**config.mk**
```make
export PLATFORM = sky130hd
export DESIGN_NAME = rst_strap_seq
export DESIGN_NICKNAME = d
export VERILOG_FILES = /design/src/rtl/rst_strap_seq.sv
export SDC_FILE = /design/constraint.sdc
export NUM_CORES = 1
export LEC_CHECK = 0
export BUFFER_PORTS_ARGS = -buffer_cell sky130_fd_sc_hd__buf_2
export CORE_MARGIN = 3
export CORE_UTILIZATION = 45
export DETAILED_ROUTE_END_ITERATION = 10
export PLACE_DENSITY = 0.66
export SYNTH_ARGS = -nofsm -noshare
export SYNTH_HDL_FRONTEND = slang
export SYNTH_SLANG_ARGS = --single-unit
```
**constraint.sdc**
```tcl
create_clock -name clk -period 2.05 [get_ports clk]
set_input_delay 0.5125 -clock clk [delete_from_list [all_inputs] [get_ports clk]]
set_output_delay 0.5125 -clock clk [all_outputs]
set_load 0.005 [all_outputs]
```
**src/rtl/rst_strap_seq.sv**
```systemverilog
module rst_strap_seq #(
  parameter int MIN_HOLD = 50000,
  parameter int RATIO_W  = 2
) (
  input  logic               clk,
  input  logic               por_n,
  input  logic               rst_pin,
  input  logic [RATIO_W-1:0] ratio_pin,
  input  logic               flush_pin,
  input  logic               chk_pin,
  input  logic               init_pin,
  input  logic               stopclk_i,
  input  logic               dbg_rdy_i,
  input  logic               boundary_i,
  input  logic               bist_done_i,
  output logic [RATIO_W-1:0] ratio_q,
  output logic               float_test_o,
  output logic               checker_o,
  output logic               bist_start_o,
  output logic               core_hold_o,
  output logic               fetch_en_o,
  output logic [2:0]         state_o
);
  localparam int CW = (MIN_HOLD > 2) ? $clog2(MIN_HOLD) : 1;
  localparam logic [CW-1:0] CNT_TOP = CW'(MIN_HOLD - 1);

  typedef enum logic [2:0] {
    S_IDLE = 3'd0, S_HOLD = 3'd1, S_SAMPLE = 3'd2, S_BIST = 3'd3, S_RUN = 3'd4
  } st_t;

  st_t           state;
  logic [1:0]    sync;
  logic [CW-1:0] cnt;
  logic          bist_req;
  logic          rs, gate_open, accept, fall_in_hold;

  assign rs           = sync[1];
  assign gate_open    = !(stopclk_i || init_pin || dbg_rdy_i);
  assign accept       = rs && gate_open && boundary_i && (cnt == CNT_TOP);
  assign fall_in_hold = (state == S_HOLD) && !rs;

  always_ff @(posedge clk) begin
    if (!por_n) sync <= 2'b00;
    else        sync <= {sync[0], rst_pin};
  end

  always_ff @(posedge clk) begin
    if (!por_n || !rs)                   cnt <= '0;
    else if (gate_open && cnt != CNT_TOP) cnt <= cnt + 1'b1;
  end

  always_ff @(posedge clk) begin
    if (!por_n) begin
      ratio_q      <= '0;
      float_test_o <= 1'b0;
      checker_o    <= 1'b0;
      bist_req     <= 1'b0;
    end else if (fall_in_hold) begin
      ratio_q      <= ratio_pin;
      float_test_o <= flush_pin;
      checker_o    <= chk_pin;
      bist_req     <= init_pin;
    end
  end

  always_ff @(posedge clk) begin
    if (!por_n) state <= S_IDLE;
    else begin
      case (state)
        S_HOLD:   if (!rs) state <= S_SAMPLE;
        S_SAMPLE: begin
          if (float_test_o)  state <= S_IDLE;
          else if (bist_req) state <= S_BIST;
          else               state <= S_RUN;
        end
        S_BIST:   state <= accept ? S_HOLD : (bist_done_i ? S_RUN : S_BIST);
        default:  if (accept) state <= S_HOLD;
      endcase
    end
  end

  assign bist_start_o = (state == S_SAMPLE) && bist_req && !float_test_o;
  assign fetch_en_o   = (state == S_RUN);
  assign core_hold_o  = (state != S_RUN);
  assign state_o      = state;


  short_pulse_chk: assert property (@(posedge clk) disable iff (!por_n)
    (state != S_HOLD && state != S_SAMPLE && cnt != CNT_TOP) |=> state != S_HOLD);


  gated_sample_chk: assert property (@(posedge clk) disable iff (!por_n)
    (state != S_HOLD && state != S_SAMPLE && !gate_open) |=> state != S_HOLD);


  boundary_chk: assert property (@(posedge clk) disable iff (!por_n)
    (state != S_HOLD && state != S_SAMPLE && !boundary_i) |=> state != S_HOLD);


  strap_stable_chk: assert property (@(posedge clk) disable iff (!por_n)
    !fall_in_hold |=> $stable({ratio_q, float_test_o, checker_o}));


  bist_enter_chk: assert property (@(posedge clk) disable iff (!por_n)
    bist_start_o |=> (state == S_BIST && !fetch_en_o));


  bist_wait_chk: assert property (@(posedge clk) disable iff (!por_n)
    (state == S_BIST && !bist_done_i && !accept) |=> state == S_BIST);


  float_park_chk: assert property (@(posedge clk) disable iff (!por_n)
    (state == S_SAMPLE && float_test_o) |=> (state == S_IDLE && !fetch_en_o));


  fetch_rise_chk: assert property (@(posedge clk) disable iff (!por_n)
    $rose(fetch_en_o) |-> ($past(state) == S_SAMPLE || $past(state) == S_BIST));
endmodule

```
* After elaboration in Yosys (flattened, before gate mapping)
Index checks and enable logic that the tools add are counted.
** Operators by class
- Eq/ne operators :: 8
- $mul :: 0
- Div/mod/pow operators :: 0
- Reduce and logical (&&, ||, !) cells :: 16
- Magnitude comparators :: 0
- Add/subtract/negate cells :: 1
- Shift-type cells :: 0
- Bitwise operators :: 0
- Mux-type cells :: 7
** Operator list (number)
- $mux 3 :: 6
- $add 16x1->16 const B :: 1
- $eq 16x16->1 const B :: 1
- $ne 16x16->1 const B :: 1
- $pmux 3 s3 :: 1
- $logic_and 1x1->1 :: 7
- $eq 3x2->1 const B :: 2
- $logic_not 1->1 :: 4
- $reduce_bool 4->1 :: 1
- $eq 3x1->1 const B :: 1
- $eq 3x3->1 const B :: 1
- $logic_or 1x1->1 :: 3
- $ne 3x3->1 const B :: 1
- $ne 2x2->1 const B :: 1
- $reduce_and 2->1 :: 1
** Storage, ports and cells
- Bits in read-only memories :: 0
- Bits in latches :: 0
- Register bits :: 26
- Word-level logic and storage cells :: 39
- Input bits :: 12
- Output and inout bits :: 10
- Memories kept :: 0
- Bits in writable memories :: 0

* Logic depth before layout (Yosys ltp)
- Depth after elaboration :: 8
- Mapped depth :: 6
- Gate-level depth less buffers :: 6

* Least setup slack after synthesis
Ideal clock, no wire load.
- Path type :: in2reg
- Start point :: in init_pin
- End point :: reg state[1], in the netlist state_o[1]
- Stages :: 5
- Setup time :: 0.115 ns
- Arrival :: 1.460 ns
- Buffers on the path :: 0
- Path slack :: 0.475 ns
- Required time :: 1.935 ns
- Path through :: nor4b_4 > nand3_4 > nor3_2 > o22ai_1 > and2_1
** On the way
- Cells in the longest elaborated chain, start to end :: 8
- Elaborated cells on any way between the ends :: 10
- Classes of those cells :: 2 x mux; 8 x reduce/logical
** Ends and longest elaborated chain
- start, declared :: line 11 : input logic init_pin,
- $logic_or 1x1->1 (*) (2 in series) :: line 38 : assign gate_open = !(stopclk_i || init_pin || dbg_rdy_i);
- $logic_not 1->1 (*) :: line 38
- $logic_and 1x1->1 (*) (3 in series) :: line 39 : assign accept = rs && gate_open && boundary_i && (cnt == CNT_TOP);
- $mux 3 / $reduce_bool 4->1 (equally long branches)
- $pmux 3 s3 / $reduce_and 2->1 (equally long branches)
- end signal, assigned :: line 76 : S_BIST: state <= accept ? S_HOLD : (bist_done_i ? S_RUN : S_BIST);
- end, declared :: line 31 : st_t state;
Every way passes the cells marked *; elsewhere a longest branch is shown, timed or not.
A chain may end at the register's enable or synchronous reset.

* Worst setup path in the final report
- Start point :: reg state[2], in the netlist state_o[2]
- End point :: out bist_start_o
** On the way
- Cells in the longest elaborated chain, start to end :: 3
** Ends and longest elaborated chain
- $eq 3x2->1 :: line 82 : assign bist_start_o = (state == S_SAMPLE) && bist_req && !float_test_o;
- $logic_and 1x1->1 (2 in series) :: line 82
- end, declared :: line 19 : output logic bist_start_o,
No other way between the ends.

==> results.py <==
metrics = {
    "placement": {
        "gp_congestion": 0.7638,
        "hpwlAfterDp_mm": 1.819,
        "dp.cells": 187,
        "io_buffers": 21,
    },
    "power_and_ir_drop": {
        "ir_drop_mv": 0.4536,
        "leakage_uw": 0.0005024,
        "total_power_uw": 1049,
        "powerDensity_nw_per_um2": 721.8,
    },
    "worst_hold_path": {
        "hold_end": "sync[0]$_SDFF_PN0_",
        "min_from": "rst_pin",
        "hp-class": "primary input to register",
        "min_path_cells": 2,
    },
    "final_layout": {
        "drive_gt1_share_pct": 24.84,
        "syn_to_final_growth_pct": 14.38,
        "antennaDiodeCount": 0,
        "fin_cells": 191,
        "nNetsFinal": 175,
    },
    "setup_path": {
        "crit_slowest_cell": "dfxtp_1",
        "crit_type": "register to primary output",
        "path_max_fanout": 9,
        "reg2reg_depth": 6,
        "required_ns": 1.54,
        "max_stage_delay_ns": 0.41,
        "worstSetupStartpointType": "register",
        "cp_data_arrival_time_ns": 1.41,
        "cp_top_family": "simple AND/OR/NAND/NOR gates",
        "crit_path_end_kind": "primary output",
        "r2r_slack_ns": 0.37,
        "cp_num_buf_inv": 1,
        "path_cells": "nand2b_2, nor4b_4, buf_2",
        "r2r-end": "state_o[1]$_SDFFE_PN0P_",
        "r2r-start": "cnt[0]$_SDFFE_PP0P_",
    },
    "logic_synthesis": {
        "synth.avg_cell_area_um2": 9.136,
        "synth_cells": 139,
        "syn_area_um2": 1270,
        "ys_warn_count": 0,
        "synth_nets": 152,
        "synth_cell_types": 40,
        "synth_area_leaders": "dfxtp_1 41%, nor2_1 6.2%, xnor2_1 6.2%",
        "seq_area_frac_synth_pct": 40.99,
        "netlist.area_leader.share_pct": 40.99,
        "ys_seq_elements": 26,
        "synth_top_area_cell": "dfxtp_1",
    },
    "sta": {
        "slew_viol_final": 0,
        "hold_viol_final": 0,
        "max_clock_freq_mhz": 520.3,
        "hold-worst-slack_ns": 0.4010,
        "post-route-period-util_pct": 93.76,
        "grt_setup_unrepaired": "false",
        "tightestPinTransition_ns": 0.3615,
        "setup-tns-final_ns": 0,
        "setup_viol": 0,
        "slew_headroom_pct": 75.87,
        "clock_skew_ns": 0.002726,
        "finalCriticalPeriod_ns": 1.922,
    },
    "clocking": {
        "clkSlewWorstSetupHoldPaths_ns": 0.13,
        "cts_root_buf": "clkbuf_4",
        "cts_buffer_depth": 2,
        "htree_levels": 1,
        "cts_hold_buf": 0,
        "cts_tree": "done",
        "cts_sinks": 26,
        "cts_made_buffers": 3,
        "clock_insertion_delay_worst_skew_ns": 0.31,
    },
    "floorplanning": {
        "ios": 22,
        "rows": 18,
        "die_h_um": 59.13,
        "start_util_pct": 49.03,
        "core_um2": 2590,
        "die_w_um": 59.13,
        "dieArea_um2": 3496,
    },
    "detailed_routing": {
        "first_pass_iters": 4,
        "ant_nets": 0,
        "drt-total-wl_mm": 2.319,
        "vias_per_cell": 5.288,
        "drt_iter0_drc": 59,
        "routed-via-count": 1010,
        "drc": 0,
        "routedWlPerCell_um": 12.14,
    },
    "global_routing": {
        "grt_pass1_vias": 978,
        "grt_max_degree": 15,
        "grt_pass1_wl_mm": 4.188,
        "antenna_found_initial": 0,
        "overflow": 0,
        "grt.total_usage_pct": 15.28,
    },
    "status": {
        "status": "completed",
    },
    "flow_run": {
        "maxCapViolCount": 0,
    },
}
## sequential cells by signal (all words and copies together) (netlist names)
register      flops
checker_o         1
state_o           3
bist_req          1
sync              2
float_test_o      1
cnt              16
ratio_q           2
## cell usage in the layout, fill, tap and decap left out, types with 2 or more instances in the layout
cell,Yosys,routed
nor2_1,21,21
nor2b_1,7,7
o22ai_1,2,2
buf_2,1,21
nor4b_4,1,2
nand4b_1,2,2
nand2_1,12,12
xor2_1,4,4
a31oi_1,2,2
nand4_1,2,2
xnor2_1,9,9
a21oi_1,3,3
inv_1,4,4
clkbuf_4,0,3
nor3_2,2,2
nand3_1,3,3
nor4_1,3,3
mux2i_1,5,5
nor4_2,3,3
and2_1,3,3
and3_1,3,3
dfxtp_1,26,25
## logic make-up (layout without fill, tap and decap cells)
family | after synthesis | after routing | synth area share (%)
adders and majority gates | 1 | 1 | 0.9851
AOI/OAI and AO/OA | 14 | 14 | 7.192
xor gates and xnor gates | 13 | 13 | 8.966
DFF | 26 | 26 | 40.99
buffers and inverters | 8 | 30 | 2.462
and+or+nand+nor | 72 | 72 | 35.47
muxes | 5 | 5 | 3.941
## worst max path at each step
stage | end | slack, ns | startpoint | cells past startpoint
6_report | bist_start_o | 0.13 | state_o[2]$_SDFFE_PN0P_ | 3
5_1_grt | bist_start_o | 0.002 | state_o[2]$_SDFFE_PN0P_ | 3
4_1_cts | bist_start_o | 0.06 | state_o[2]$_SDFFE_PN0P_ | 3
3_5_place_dp | state_o[1]$_SDFFE_PN0P_ | 0.21 | init_pin | 6
3_3_place_gp | cnt[14]$_SDFFE_PP0P_ | 0.23 | init_pin | 6
2_1_floorplan | state_o[1]$_SDFFE_PN0P_ | 0.48 | init_pin | 5
## report_power, final
group,leakage [µW],switching [µW],internal (µW)
clock network,0.0000210,144,109
registers,0.000210,48.8,538
logic,0.000271,97.7,111
total,0.000502,291,758
## Yosys cell counts
| library cell | instances |
|---|---|
| a211oi_1 | 1 |
| a21boi_1 | 1 |
| a21oi_1 | 3 |
| a2bb2oi_1 | 1 |
| a31oi_1 | 2 |
| and2_1 | 3 |
| and3_1 | 3 |
| and4b_1 | 1 |
| and4bb_2 | 1 |
| buf_2 | 1 |
| clkbuf_1 | 3 |
| dfxtp_1 | 26 |
| ha_1 | 1 |
| inv_1 | 4 |
| mux2i_1 | 5 |
| nand2_1 | 12 |
| nand2b_1 | 1 |
| nand3_1 | 3 |
| nand3_4 | 1 |
| nand4_1 | 2 |
| nand4_2 | 1 |
| nand4b_1 | 2 |
| nor2_1 | 21 |
| nor2_2 | 1 |
| nor2b_1 | 7 |
| nor3_1 | 1 |
| nor3_2 | 2 |
| nor4_1 | 3 |
| nor4_2 | 3 |
| nor4b_2 | 1 |
| nor4b_4 | 1 |
| o21a_1 | 1 |
| o21ai_1 | 1 |
| o21bai_1 | 1 |
| o22ai_1 | 2 |
| o31ai_1 | 1 |
| or2_4 | 1 |
| or3_1 | 1 |
| xnor2_1 | 9 |
| xor2_1 | 4 |
## layer usage
layer | global-route usage [%] | wire length, µm | vias to the layer above
li1 | - | - | 525
met1 | 20.88 | 1145 | 465
met2 | 23.82 | 1044 | 18
met3 | 3.486 | 110 | 2
met4 | 4.854 | 19 | 0
met5 | 0 | 0 | -
## cell type report
| cell class | instances | area, µm² |
|---|---|---|
| clock buffers | 4 | 36.28 |
| multi-input cells | 105 | 729.5 |
| repair buffers | 22 | 112.6 |
| inverters | 4 | 15.01 |
| fillers | 238 | 1137 |
| well taps | 30 | 37.54 |
| flip-flops and latches | 26 | 521.8 |
## worst reg2reg max path: stages, from the launching register on
cell and delay (ns):
dfxtp_1 0.41, ha_1 0.19, nor4b_4 0.30, nand3_4 0.19, nor3_2 0.24, o22ai_1 0.11
and2_1 0.16
## metrics by stage
stage	worst slack, ns	util [%]	cell area, µm²
after detailed placement	0.2083	54.20	1404
after CTS	0.06132	55.60	1440
final	0.1279	56.09	1453
after global routing	0.002139	56.09	1453
after floorplan	0.4751	-	1270
after global placement	0.2309	54.20	1404
## timing repair
item                                    CTS  global route
endpoints found under the setup margin    0             1
buffers inserted                          0             0
gates resized for setup                   0             3
hold endpoints to repair                  0             0
Power figures use the tool's default switching activity.
